==> src/rtl/dbg_port_pkg.sv <==
package dbg_port_pkg;

    localparam int unsigned DBG_AW  = 32;
    localparam int unsigned DBG_DW  = 32;
    localparam int unsigned DBG_BEW = DBG_DW / 8;
    localparam int unsigned DBG_LSW = $clog2(DBG_BEW);

    typedef enum logic [1:0] {
        CMD_WR_WORD = 2'd0,
        CMD_WR_HALF = 2'd1,
        CMD_WR_BYTE = 2'd2,
        CMD_RD_WORD = 2'd3
    } host_cmd_e;

    typedef enum logic {
        MODE_COMM   = 1'b0,
        MODE_ACCESS = 1'b1
    } port_mode_e;

    typedef struct packed {
        port_mode_e          mode;
        logic                armed;
        logic                bvalid;
        logic                bwrite;
        logic [DBG_AW-1:0]   baddr;
        logic [DBG_DW-1:0]   bwdata;
        logic [DBG_BEW-1:0]  bbe;
        logic [DBG_DW-1:0]   data;
        logic                nack;
    } port_state_t;

endpackage

==> src/rtl/dbg_lane_sel.sv <==
module dbg_lane_sel
    import dbg_port_pkg::*;
(
    input  logic [1:0]          cmd,
    input  logic [DBG_LSW-1:0]  addr_lo,
    output logic [DBG_BEW-1:0]  be
);

    host_cmd_e cmd_e;
    assign cmd_e = host_cmd_e'(cmd);

    for (genvar i = 0; i < DBG_BEW; i++) begin : g_lane
        logic byte_hit;
        logic half_hit;
        assign byte_hit = (addr_lo == DBG_LSW'(i));
        assign half_hit = (addr_lo[DBG_LSW-1:1] == (DBG_LSW-1)'(i / 2));
        always_comb begin
            unique case (cmd_e)
                CMD_WR_BYTE: be[i] = byte_hit;
                CMD_WR_HALF: be[i] = half_hit;
                default:     be[i] = 1'b1;
            endcase
        end
    end

endmodule

==> src/rtl/dbg_trig_edge.sv <==
module dbg_trig_edge (
    input  logic clk,
    input  logic rst_n,
    input  logic trig_in,
    output logic trig_rise
);

    logic trig_d, trig_q;

    always_comb begin
        trig_d = trig_in;
    end

    always_ff @(posedge clk or negedge rst_n) begin
        if (!rst_n) trig_q <= 1'b0;
        else        trig_q <= trig_d;
    end

    assign trig_rise = trig_in & ~trig_q;

endmodule

==> src/rtl/dbg_mailbox.sv <==
module dbg_mailbox (
    input  logic       clk,
    input  logic       rst_n,
    input  logic       set_send,
    input  logic       set_recv,
    input  logic       cpu_rd,
    input  logic       cpu_wr,
    output logic [1:0] status
);

    typedef struct packed {
        logic recv;
        logic send;
    } flags_t;

    flags_t flg_d, flg_q;

    always_comb begin
        flg_d = flg_q;
        if (cpu_rd)   flg_d.send = 1'b0;
        if (cpu_wr)   flg_d.recv = 1'b0;
        if (set_send) flg_d.send = 1'b1;
        if (set_recv) flg_d.recv = 1'b1;
    end

    always_ff @(posedge clk or negedge rst_n) begin
        if (!rst_n) flg_q <= '0;
        else        flg_q <= flg_d;
    end

    assign status = {flg_q.recv, flg_q.send};


    send_set_src_chk: assert property (@(posedge clk) disable iff (!rst_n)
        $rose(flg_q.send) |-> $past(set_send));


    recv_clear_src_chk: assert property (@(posedge clk) disable iff (!rst_n)
        $fell(flg_q.recv) |-> $past(cpu_wr));

endmodule

==> src/rtl/dbg_access_port.sv <==
module dbg_access_port
    import dbg_port_pkg::*;
(
    input  logic              clk,
    input  logic              rst_n,
    input  logic              mode_wr,
    input  logic              mode_val,
    input  logic              host_cmd_valid,
    input  logic [1:0]        host_cmd,
    input  logic [31:0]       host_addr,
    input  logic [31:0]       host_wdata,
    input  logic              host_arm,
    output logic              host_busy,
    output logic              host_nack,
    output logic [31:0]       host_rdata,
    input  logic              trig_in,
    output logic              bus_valid,
    output logic              bus_write,
    output logic [31:0]       bus_addr,
    output logic [31:0]       bus_wdata,
    output logic [3:0]        bus_be,
    input  logic              bus_ready,
    input  logic [31:0]       bus_rdata,
    input  logic              cpu_data_rd,
    input  logic              cpu_data_wr,
    input  logic [31:0]       cpu_wdata,
    output logic [31:0]       cpu_rdata,
    output logic [1:0]        cpu_status
);

    port_state_t        st_d, st_q;
    logic [DBG_BEW-1:0] lane_be;
    logic               trig_rise;
    logic               set_send_d, set_recv_d;
    logic               in_comm;
    logic               busy;
    host_cmd_e          cmd_e;

    assign cmd_e   = host_cmd_e'(host_cmd);
    assign in_comm = (st_q.mode == MODE_COMM);
    assign busy    = st_q.armed | st_q.bvalid;

    dbg_lane_sel u_lane (
        .cmd     (host_cmd),
        .addr_lo (host_addr[DBG_LSW-1:0]),
        .be      (lane_be)
    );

    dbg_trig_edge u_trig (
        .clk       (clk),
        .rst_n     (rst_n),
        .trig_in   (trig_in),
        .trig_rise (trig_rise)
    );

    dbg_mailbox u_mbox (
        .clk      (clk),
        .rst_n    (rst_n),
        .set_send (set_send_d),
        .set_recv (set_recv_d),
        .cpu_rd   (cpu_data_rd & in_comm),
        .cpu_wr   (cpu_data_wr & in_comm),
        .status   (cpu_status)
    );

    always_comb begin
        st_d       = st_q;
        st_d.nack  = 1'b0;
        set_send_d = 1'b0;
        set_recv_d = 1'b0;

        // bus completion
        if (st_q.bvalid && bus_ready) begin
            st_d.bvalid = 1'b0;
            if (!st_q.bwrite) st_d.data = bus_rdata;
        end

        // armed transfer released by trigger edge
        if (st_q.armed && trig_rise) begin
            st_d.armed  = 1'b0;
            st_d.bvalid = 1'b1;
        end

        if (mode_wr && !busy) st_d.mode = port_mode_e'(mode_val);

        if (in_comm && cpu_data_wr) st_d.data = cpu_wdata;

        if (host_cmd_valid) begin
            if (!in_comm) begin
                if (busy) begin
                    st_d.nack = 1'b1;
                end else begin
                    st_d.bwrite = (cmd_e != CMD_RD_WORD);
                    st_d.baddr  = host_addr;
                    st_d.bwdata = host_wdata;
                    st_d.bbe    = lane_be;
                    if (host_arm) st_d.armed  = 1'b1;
                    else          st_d.bvalid = 1'b1;
                end
            end else begin
                unique case (cmd_e)
                    CMD_WR_WORD: begin
                        if (cpu_status[0] || cpu_data_wr) begin
                            st_d.nack = 1'b1;
                        end else begin
                            st_d.data  = host_wdata;
                            set_send_d = 1'b1;
                        end
                    end
                    CMD_RD_WORD: begin
                        if (cpu_status[1]) st_d.nack = 1'b1;
                        else               set_recv_d = 1'b1;
                    end
                    default: st_d.nack = 1'b1;
                endcase
            end
        end
    end

    always_ff @(posedge clk or negedge rst_n) begin
        if (!rst_n) begin
            st_q      <= '0;
            st_q.mode <= MODE_COMM;
        end else begin
            st_q <= st_d;
        end
    end

    assign host_busy  = busy;
    assign host_nack  = st_q.nack;
    assign host_rdata = st_q.data;
    assign cpu_rdata  = st_q.data;
    assign bus_valid  = st_q.bvalid;
    assign bus_write  = st_q.bwrite;
    assign bus_addr   = st_q.baddr;
    assign bus_wdata  = st_q.bwdata;
    assign bus_be     = st_q.bbe;


    bus_hold_chk: assert property (@(posedge clk) disable iff (!rst_n)
        (bus_valid && !bus_ready) |=> (bus_valid && $stable(bus_addr) &&
            $stable(bus_be) && $stable(bus_wdata) && $stable(bus_write)));


    comm_no_bus_chk: assert property (@(posedge clk) disable iff (!rst_n)
        (in_comm && !busy) |=> !$rose(bus_valid));


    be_shape_chk: assert property (@(posedge clk) disable iff (!rst_n)
        bus_valid |-> ($countones(bus_be) == 1 || bus_be == 4'b0011 ||
                       bus_be == 4'b1100 || bus_be == 4'b1111));


    arm_release_chk: assert property (@(posedge clk) disable iff (!rst_n)
        $fell(st_q.armed) |-> bus_valid);


    mode_hold_chk: assert property (@(posedge clk) disable iff (!rst_n)
        busy |=> $stable(st_q.mode));

endmodule

==> config.mk <==
export PLATFORM = sky130hd
export DESIGN_NAME = dbg_access_port
export DESIGN_NICKNAME = d
export VERILOG_FILES = /design/src/rtl/dbg_port_pkg.sv /design/src/rtl/dbg_lane_sel.sv /design/src/rtl/dbg_trig_edge.sv /design/src/rtl/dbg_mailbox.sv /design/src/rtl/dbg_access_port.sv
export SDC_FILE = /design/constraint.sdc
export NUM_CORES = 1
export LEC_CHECK = 0
export BUFFER_PORTS_ARGS = -buffer_cell sky130_fd_sc_hd__buf_2
export CORE_AREA = 2 2 132 96
export DETAILED_ROUTE_END_ITERATION = 8
export DIE_AREA = 0 0 134 98
export PLACE_DENSITY = 0.83
export SLEW_MARGIN = 25
export SYNTH_ARGS = -nofsm -noshare
export SYNTH_HDL_FRONTEND = slang
export SYNTH_SLANG_ARGS = --single-unit
==> constraint.sdc <==
create_clock -name clk -period 2.2 [get_ports clk]
set_input_delay 0 -clock clk [delete_from_list [all_inputs] [get_ports clk]]
set_output_delay 0 -clock clk [all_outputs]
set_load 0.02 [all_outputs]
**Yosys cells after proc, flatten, opt, wreduce, memory -nomap -nowiden**

Cells that the tools add are included.

- Register bits: 108
- Input bits: 140

- Reduce and logical (&&, ||, !) cells: 11
- Equality and inequality tests: 7
- Mux-type cells: 34
- Bitwise logic cells: 8

Operators with widths:

| operator | count |
|---|---|
| 32-bit two-way mux | 6 |
| 71-bit two-way mux | 2 |
| 104-bit two-way mux | 1 |
| 1-bit two-way mux | 19 |
| 1-bit one-hot mux with 2 select lines | 5 |
| 2-bit equality test, second input constant | 4 |
| 2-bit by 1-bit equality test with 1-bit output, second input constant | 2 |
| 1-bit logical AND | 4 |
| 2-bit logical NOT | 2 |
| 1-bit inverter | 4 |
| 2-bit nonzero test | 2 |
| 1-bit AND | 3 |
| 3-bit AND reduction | 1 |
| 2-bit two-way mux | 1 |
| 2-bit inequality test, second input constant | 1 |
| 1-bit logical NOT | 1 |
| 1-bit logical OR | 1 |
| 1-bit bitwise OR | 1 |

**Longest topological paths before layout**

Gate-level depths: netlist of the first run.

- Depth in word-level cells: 8
- Mapped depth: 8
- Gate-level depth less buffers: 6

**Modules after synthesis**

Synthesis of the first run repeated with hierarchy kept, for this count alone.

- Cells, all modules: 554
- Area, all modules: 5,962.0 um2

Modules (own cells, without submodules):

| module | area each (um2) | sequential area each (um2) | cells an instance | instances |
|---|---|---|---|---|
| dbg_access_port | 5,764.3 | 2,627.5 | 533 | 1 |
| dbg_lane_sel | 86.3 | 0.0 | 13 | 1 |
| dbg_mailbox | 72.6 | 50.0 | 6 | 1 |
| dbg_trig_edge | 38.8 | 25.0 | 2 | 1 |

**Least setup slack after synthesis of the first run**

OpenSTA, ideal clock, no wires.

- Kind: reg2reg
- Start: register st_q, in the netlist bus_write
- End: register st_q, in the netlist cpu_rdata[13]
- Cell stages (with the launch flop): 7
- Path buffers: 2
- Path slack: 0.699 ns
- Required time: 2.081 ns
- Library setup time: 0.119 ns
- Data arrival time: 1.382 ns
- Cells stage by stage: dfrtp_1 nand3b_1 buf_2 buf_2 mux2i_1 o22ai_2 o21a_1

RTL lines:

| item | RTL line | RTL |
|---|---|---|
| start, declared | dbg_access_port.sv:31 | `port_state_t st_d, st_q;` |
| start signal, assigned | dbg_access_port.sv:125 | `st_q <= st_d;` |

==> flow_metrics.tcl, run 1 <==
set metrics [dict create \
    ant_nets 0 \
    coreArea_um2 12000 \
    area_growth_pct 26.9 \
    final-max-slew-violation-count 0 \
    whs_ps 56.6 \
    synth-edff-count 0 \
    htreeDepth 3 \
    synthMostInstantiatedCell "nand2_1" \
    avgSynthCellArea_um2 9.19 \
    grt_pass1_wl_mm 27.1 \
    combPwrFrac_pct 51.4 \
    final_layout_size_suffix_gt1_share_pct 39.0 \
    drt_wl_total_mm 17.0 \
    worstPathArrival_ps 2000 \
    post_cts_buffers 0 \
    finalSetupViolations 0 \
    clock_latency_ps 340 \
    ios 278 \
    grt_start_max_net_pins 49 \
    wl_per_cell_um 16.7 \
    cts_sinks 108 \
    p_per_area_nw_per_um2 1400 \
    die_width_um 134 \
    swShare_pct 46.1 \
    syn_inst 645 \
    gp_congestion 0.882 \
    dieArea_um2 13100 \
    critPathLaunchType "flop" \
    dp_hpwl_mm 11.1 \
    post_cts_resized 0 \
    crit_type "reg -> reg" \
    pwr-share-seq_pct 34.2 \
    ir_drop_v 0.000757 \
    cp.required_ps 2420 \
    timing.fmax_mhz 562 \
    status "finished clean" \
    drcViolationCount 0 \
    synth_top_area_share_pct 45.6 \
    synth_nets 789 \
    synthTopCellsByCount "nand2_1 (194), buf_4 (133), dfrtp_1 (108)" \
    die_h_um 98 \
    syn_area_um2 5930 \
    fin_setup_tns_ps 0 \
    cts_tree "done" \
    cap_violations 0 \
    worstMarginPinSlew_ps 539 \
    cp-end-kind "flop" \
    p_leak_nw 4.17 \
    hold_violations 0 \
    layout.nets 997 \
    grt_pass1_vias 5283 \
    clockPowerShare_pct 14.5 \
    synthTopCellsByArea "dfrtp_1 (46%), buf_4 (17%), nand2_1 (12%)" \
    finClkSkew_ps 12.9 \
    post_drt_via_cell_ratio 5.03 \
    fin_crit_ps 1780 \
    drt-initial-drc-count 274 \
    clock-root-buffer "clkbuf_16" \
    netlist.top_cell.by_area "dfrtp_1" \
    port_buffers 277 \
    post-route-period-util_pct 80.9 \
    synth-seq-cells 108 \
    antenna_found_initial 0 \
    clk_pin_slew_worst_paths_ps 70 \
    first_pass_iters 4 \
    cts_buffers 9 \
    via_count 5134 \
    grt_overflow_total 0 \
    critPathMaxFanout 16 \
    ys_warn_count 0 \
    rsz0062_at_grt "false" \
    synth_seq_area_share_pct 45.6 \
    start_util_pct 49.6 \
    synth.distinct_cells 30 \
    relSlewSlack_pct 64.1 \
    synth_flop_cell "dfrtp_1" \
    cts_buffer_depth 2 \
    internal_power_mw 5.69 \
    async_flop_share_pct 100 \
    hold_class "in -> reg" \
    antenna_cells 0 \
    rows 34 \
    p_sw_mw 4.86 \
    grt_usage_pct 26.0 \
]
-- final timing paths --
kind | from | end | slack, ps | cells past startpoint
worst max-delay path | st_q[104] | st_q[104] | 420 | 4
worst min-delay path | cpu_wdata[15] | cpu_rdata[15] | 60 | 4
worst max register to register | st_q[104] | st_q[104] | 420 | 4
worst min register to register | bus_wdata[8] | bus_wdata[8] | 470 | 2
max in group asynchronous | rst_n | bus_wdata[3] | 1350 | 3
min in group asynchronous | rst_n | bus_write | 180 | 2
-- layer usage --
metal | routed length, um | track usage, %
met3 | 1400 | 6.49
met4 | 278 | 5.97
met1 | 6910 | 32.3
met5 | 0 | 0
met2 | 8400 | 45.8
-- layout by cell type, fill, tap and decap left out, types with 10 or more instances in the layout --
master         synthesis  routed
buf_2                 20     276
nand2_1              194     194
dfrtp_1              108     107
dlygate4sd3_1          0      72
o21a_1                33      33
mux2i_1               32      32
a21oi_1               26      26
o22ai_1               22      22
buf_4                133      15
a21oi_2               10      10
o22ai_2               10      10
-- power by group through the flow --
stage                     Combinational [mW]  Sequential, mW  Clock (mW)
after floorplan                         5.06            3.44           0
after CTS                               5.38            3.57        1.56
after global placement                  5.15            3.56           0
final                                   5.42            3.61        1.53
after global routing                    5.86            3.71        1.66
after detailed placement                5.28            3.58           0
-- metrics by stage --
stage               util, %  std cells  total power [mW]  worst slack, ps  instance area (um2)
finish                 62.9       1020              10.6              421                 7520
global route           62.9       1020              11.2              353                 7520
CTS                    62.9       1020              10.5              452                 7520
detailed placement     54.6        932              8.87              576                 6520
global placement       54.6        932              8.71              590                 6520
floorplan                 -        645              8.50              699                 5930
-- final cells by class --
cell class,count,area [um2]
Clock inverter,6,46.3
Timing Repair Buffer,366,2270
Tap cell,162,203
Fill cell,960,4430
Inverter,7,26.3
Sequential cell,108,2700
Clock buffer,10,229
Multi-Input combinational cell,361,2040
-- sequential cells by signal, summed over array words and instances, names as in the netlist --
| signal | count |
|---|---|
| bus_be | 4 |
| bus_addr | 32 |
| bus_wdata | 32 |
| host_nack | 1 |
| u_trig.trig_q | 1 |
| bus_valid | 1 |
| bus_write | 1 |
| cpu_rdata | 32 |
| st_q | 2 |
| u_mbox.status | 2 |
-- kinds of logic (layout without fill, tap and decap cells) --
| group | count (synthesis) | after routing | synth area share (%) |
|---|---|---|---|
| and+or+nand+nor | 207 | 207 | 13.5 |
| buffers and inverters | 176 | 389 | 20.5 |
| AOI/OAI and AO/OA | 118 | 118 | 14.1 |
| DFF | 108 | 108 | 45.6 |
| muxes | 32 | 32 | 5.41 |
| adders and majority gates | 4 | 4 | 0.845 |
-- critical path, stage by stage (launching register included) --
cell	delay [ps]
dfrtp_2	570
inv_1	250
a21oi_1	70
a31o_2	220
dlygate4sd3_1	550
-- timing repair --
action                                  in CTS  in global routing
hold endpoints to repair                   143                  0
hold buffers                                72                  0
endpoints found under the setup margin       0                  0
Power figures use the tool's default switching activity.
==> run 2, diff against run 1 <==
--- a/config.mk
+++ b/config.mk
@@ -6,10 +6,10 @@
 export NUM_CORES = 1
 export LEC_CHECK = 0
 export BUFFER_PORTS_ARGS = -buffer_cell sky130_fd_sc_hd__buf_2
-export CORE_AREA = 2 2 132 96
+export CORE_AREA = 2 2 138 99
 export DETAILED_ROUTE_END_ITERATION = 8
-export DIE_AREA = 0 0 134 98
-export PLACE_DENSITY = 0.83
+export DIE_AREA = 0 0 140 101
+export PLACE_DENSITY = 0.78
 export SLEW_MARGIN = 25
 export SYNTH_ARGS = -nofsm -noshare
 export SYNTH_HDL_FRONTEND = slang
==> constraint.sdc (replaced) <==
create_clock -name clk -period 1.8 [get_ports clk]
set_input_delay 0 -clock clk [delete_from_list [all_inputs] [get_ports clk]]
set_output_delay 0 -clock clk [all_outputs]
set_load 0.02 [all_outputs]
==> flow_metrics.tcl, run 2 (same netlist as run 1, synthesis figures left out) <==
set metrics [dict create \
    critical_path.max_stage_delay_ps 540 \
    swShare_pct 45.9 \
    finalSetupViolations 0 \
    cap_violations 0 \
    rsz0062_at_grt "false" \
    post_drt_via_cell_ratio 4.96 \
    clockPowerShare_pct 14.8 \
    die_width_um 140 \
    layout_commonest_cell "buf_2" \
    r2r-end "st_q[104]" \
    cts_buffers 9 \
    ios 278 \
    drt-initial-drc-count 259 \
    cp-end-kind "flop" \
    antenna_found_initial 0 \
    status "complete, but fails checks" \
    htreeDepth 3 \
    relSlewSlack_pct 66.7 \
    holdPathStages 4 \
    clock_latency_ps 340 \
    antenna_cells 0 \
    cp.required_ps 2030 \
    critPathLaunch "st_q[104]" \
    internal_power_mw 7.00 \
    grt_pass1_vias 5157 \
    critPathMaxFanout 9 \
    nFillCells 1096 \
    clk_pin_slew_worst_paths_ps 80 \
    die_h_um 101 \
    min_from "cpu_wdata[15]" \
    final_util_pct 58.6 \
    hold_end "cpu_rdata[15]" \
    fin_crit_ps 1640 \
    dp_cells 936 \
    final_cell_mix "buf_2 (276), nand2_1 (194), dfrtp_1 (107), dlygate4sd3_1 (72), o21a_1 (33)" \
    critical_path.cell_chain "inv_1 > a21oi_1 > a31o_2 > dlygate4sd3_1" \
    violations "DRC" \
    wl_per_cell_um 16.6 \
    grt_usage_pct 23.7 \
    cts_sinks 108 \
    fin_area_um2 7570 \
    coreArea_um2 12900 \
    clock-root-buffer "clkbuf_16" \
    r2r_start "st_q[104]" \
    post-route-period-util_pct 90.9 \
    p_sw_mw 5.95 \
    p_per_area_nw_per_um2 1710 \
    ant_nets 0 \
    cpMaxStageDelayCell "dlygate4sd3_1" \
    via_count 5075 \
    grt_pass1_wl_mm 26.3 \
    ff_latch_area_um2 2700 \
    whs_ps 59.4 \
    pwr-share-seq_pct 33.7 \
    area_growth_pct 27.8 \
    cts_buffer_depth 2 \
    r2r_cells 4 \
    start_util_pct 45.9 \
    fin_cells 1024 \
    hold_class "in -> reg" \
    first_pass_iters 7 \
    drcViolationCount 18 \
    grt_start_max_net_pins 44 \
    grt_overflow_total 0 \
    cts_tree "done" \
    placed_cell_area_um2 6570 \
    drt_wl_total_mm 17.0 \
    p_leak_nw 4.19 \
    multi_input_area_um2 2040 \
    layout.nets 997 \
    rows 35 \
    final-max-slew-violation-count 0 \
    worstPathArrival_ps 1870 \
    r2r_slack_ps 160 \
    combPwrFrac_pct 51.6 \
    dp_hpwl_mm 11.3 \
    worstMarginPinSlew_ps 499 \
    post_cts_buffers 0 \
    dieArea_um2 14100 \
    fin_setup_tns_ps 0 \
    critPathLaunchType "flop" \
    hold_violations 0 \
    ir_drop_v 0.00105 \
    final_layout_size_suffix_gt1_share_pct 39.2 \
    port_buffers 277 \
    timing.fmax_mhz 611 \
    crit_type "reg -> reg" \
    gp_congestion 0.825 \
    finClkSkew_ps 10.3 \
]
-- run 2: layer usage --
metal | track usage (%) | wire [um] | vias up
met5 | 0 | 0 | -
met2 | 41.6 | 8370 | 226
met3 | 5.99 | 1140 | 33
met1 | 28.8 | 7180 | 2414
met4 | 8.24 | 342 | 0
li1 | - | - | 2402
-- run 2: power groups by stage --
| stage | registers, mW | logic, mW | clock network, mW |
|---|---|---|---|
| after floorplan | 4.21 | 6.19 | 0 |
| after global placement | 4.32 | 6.39 | 0 |
| after detailed placement | 4.34 | 6.52 | 0 |
| after CTS | 4.33 | 6.64 | 1.99 |
| after global routing | 4.50 | 7.19 | 2.09 |
| final | 4.36 | 6.67 | 1.91 |
-- run 2: how the worst max path moves through the flow --
stage                     to  slack (ps)  depth (start not counted)
2_1_floorplan  cpu_rdata[13]         300                          6
5_1_grt            st_q[104]          90                          4
6_report           st_q[104]         160                          4
3_3_place_gp    cpu_rdata[5]         310                          8
4_1_cts            st_q[104]         110                          4
3_5_place_dp       bus_be[2]         240                          5
-- run 2: timing repair --
item / in CTS / in global routing
hold buffers: 72 / 0
hold endpoints to repair: 213 / 0
endpoints found under the setup margin: 0 / 1
gates resized for setup: 0 / 1
-- run 2: worst max-delay path, delay by kind of cell, from the launching register on --
family	cells	cell delay [ps]
compound gates	2	280
buf+inv	2	730
flops	1	510
-- run 2: metrics by stage --
stage	setup WS (ps)	total power, mW
global placement	311	10.7
detailed placement	240	10.9
CTS	106	13.0
finish	164	12.9
global route	92.9	13.8
floorplan	299	10.4
-- run 2: cell type report --
cell class | count | share of cell area, %
Clock buffer | 10 | 3.02
Clock inverter | 6 | 0.743
Inverter | 7 | 0.347
Multi-Input combinational cell | 361 | 26.9
Sequential cell | 108 | 35.7
Tap cell | 166 | 2.74
Timing Repair Buffer | 366 | 30.5
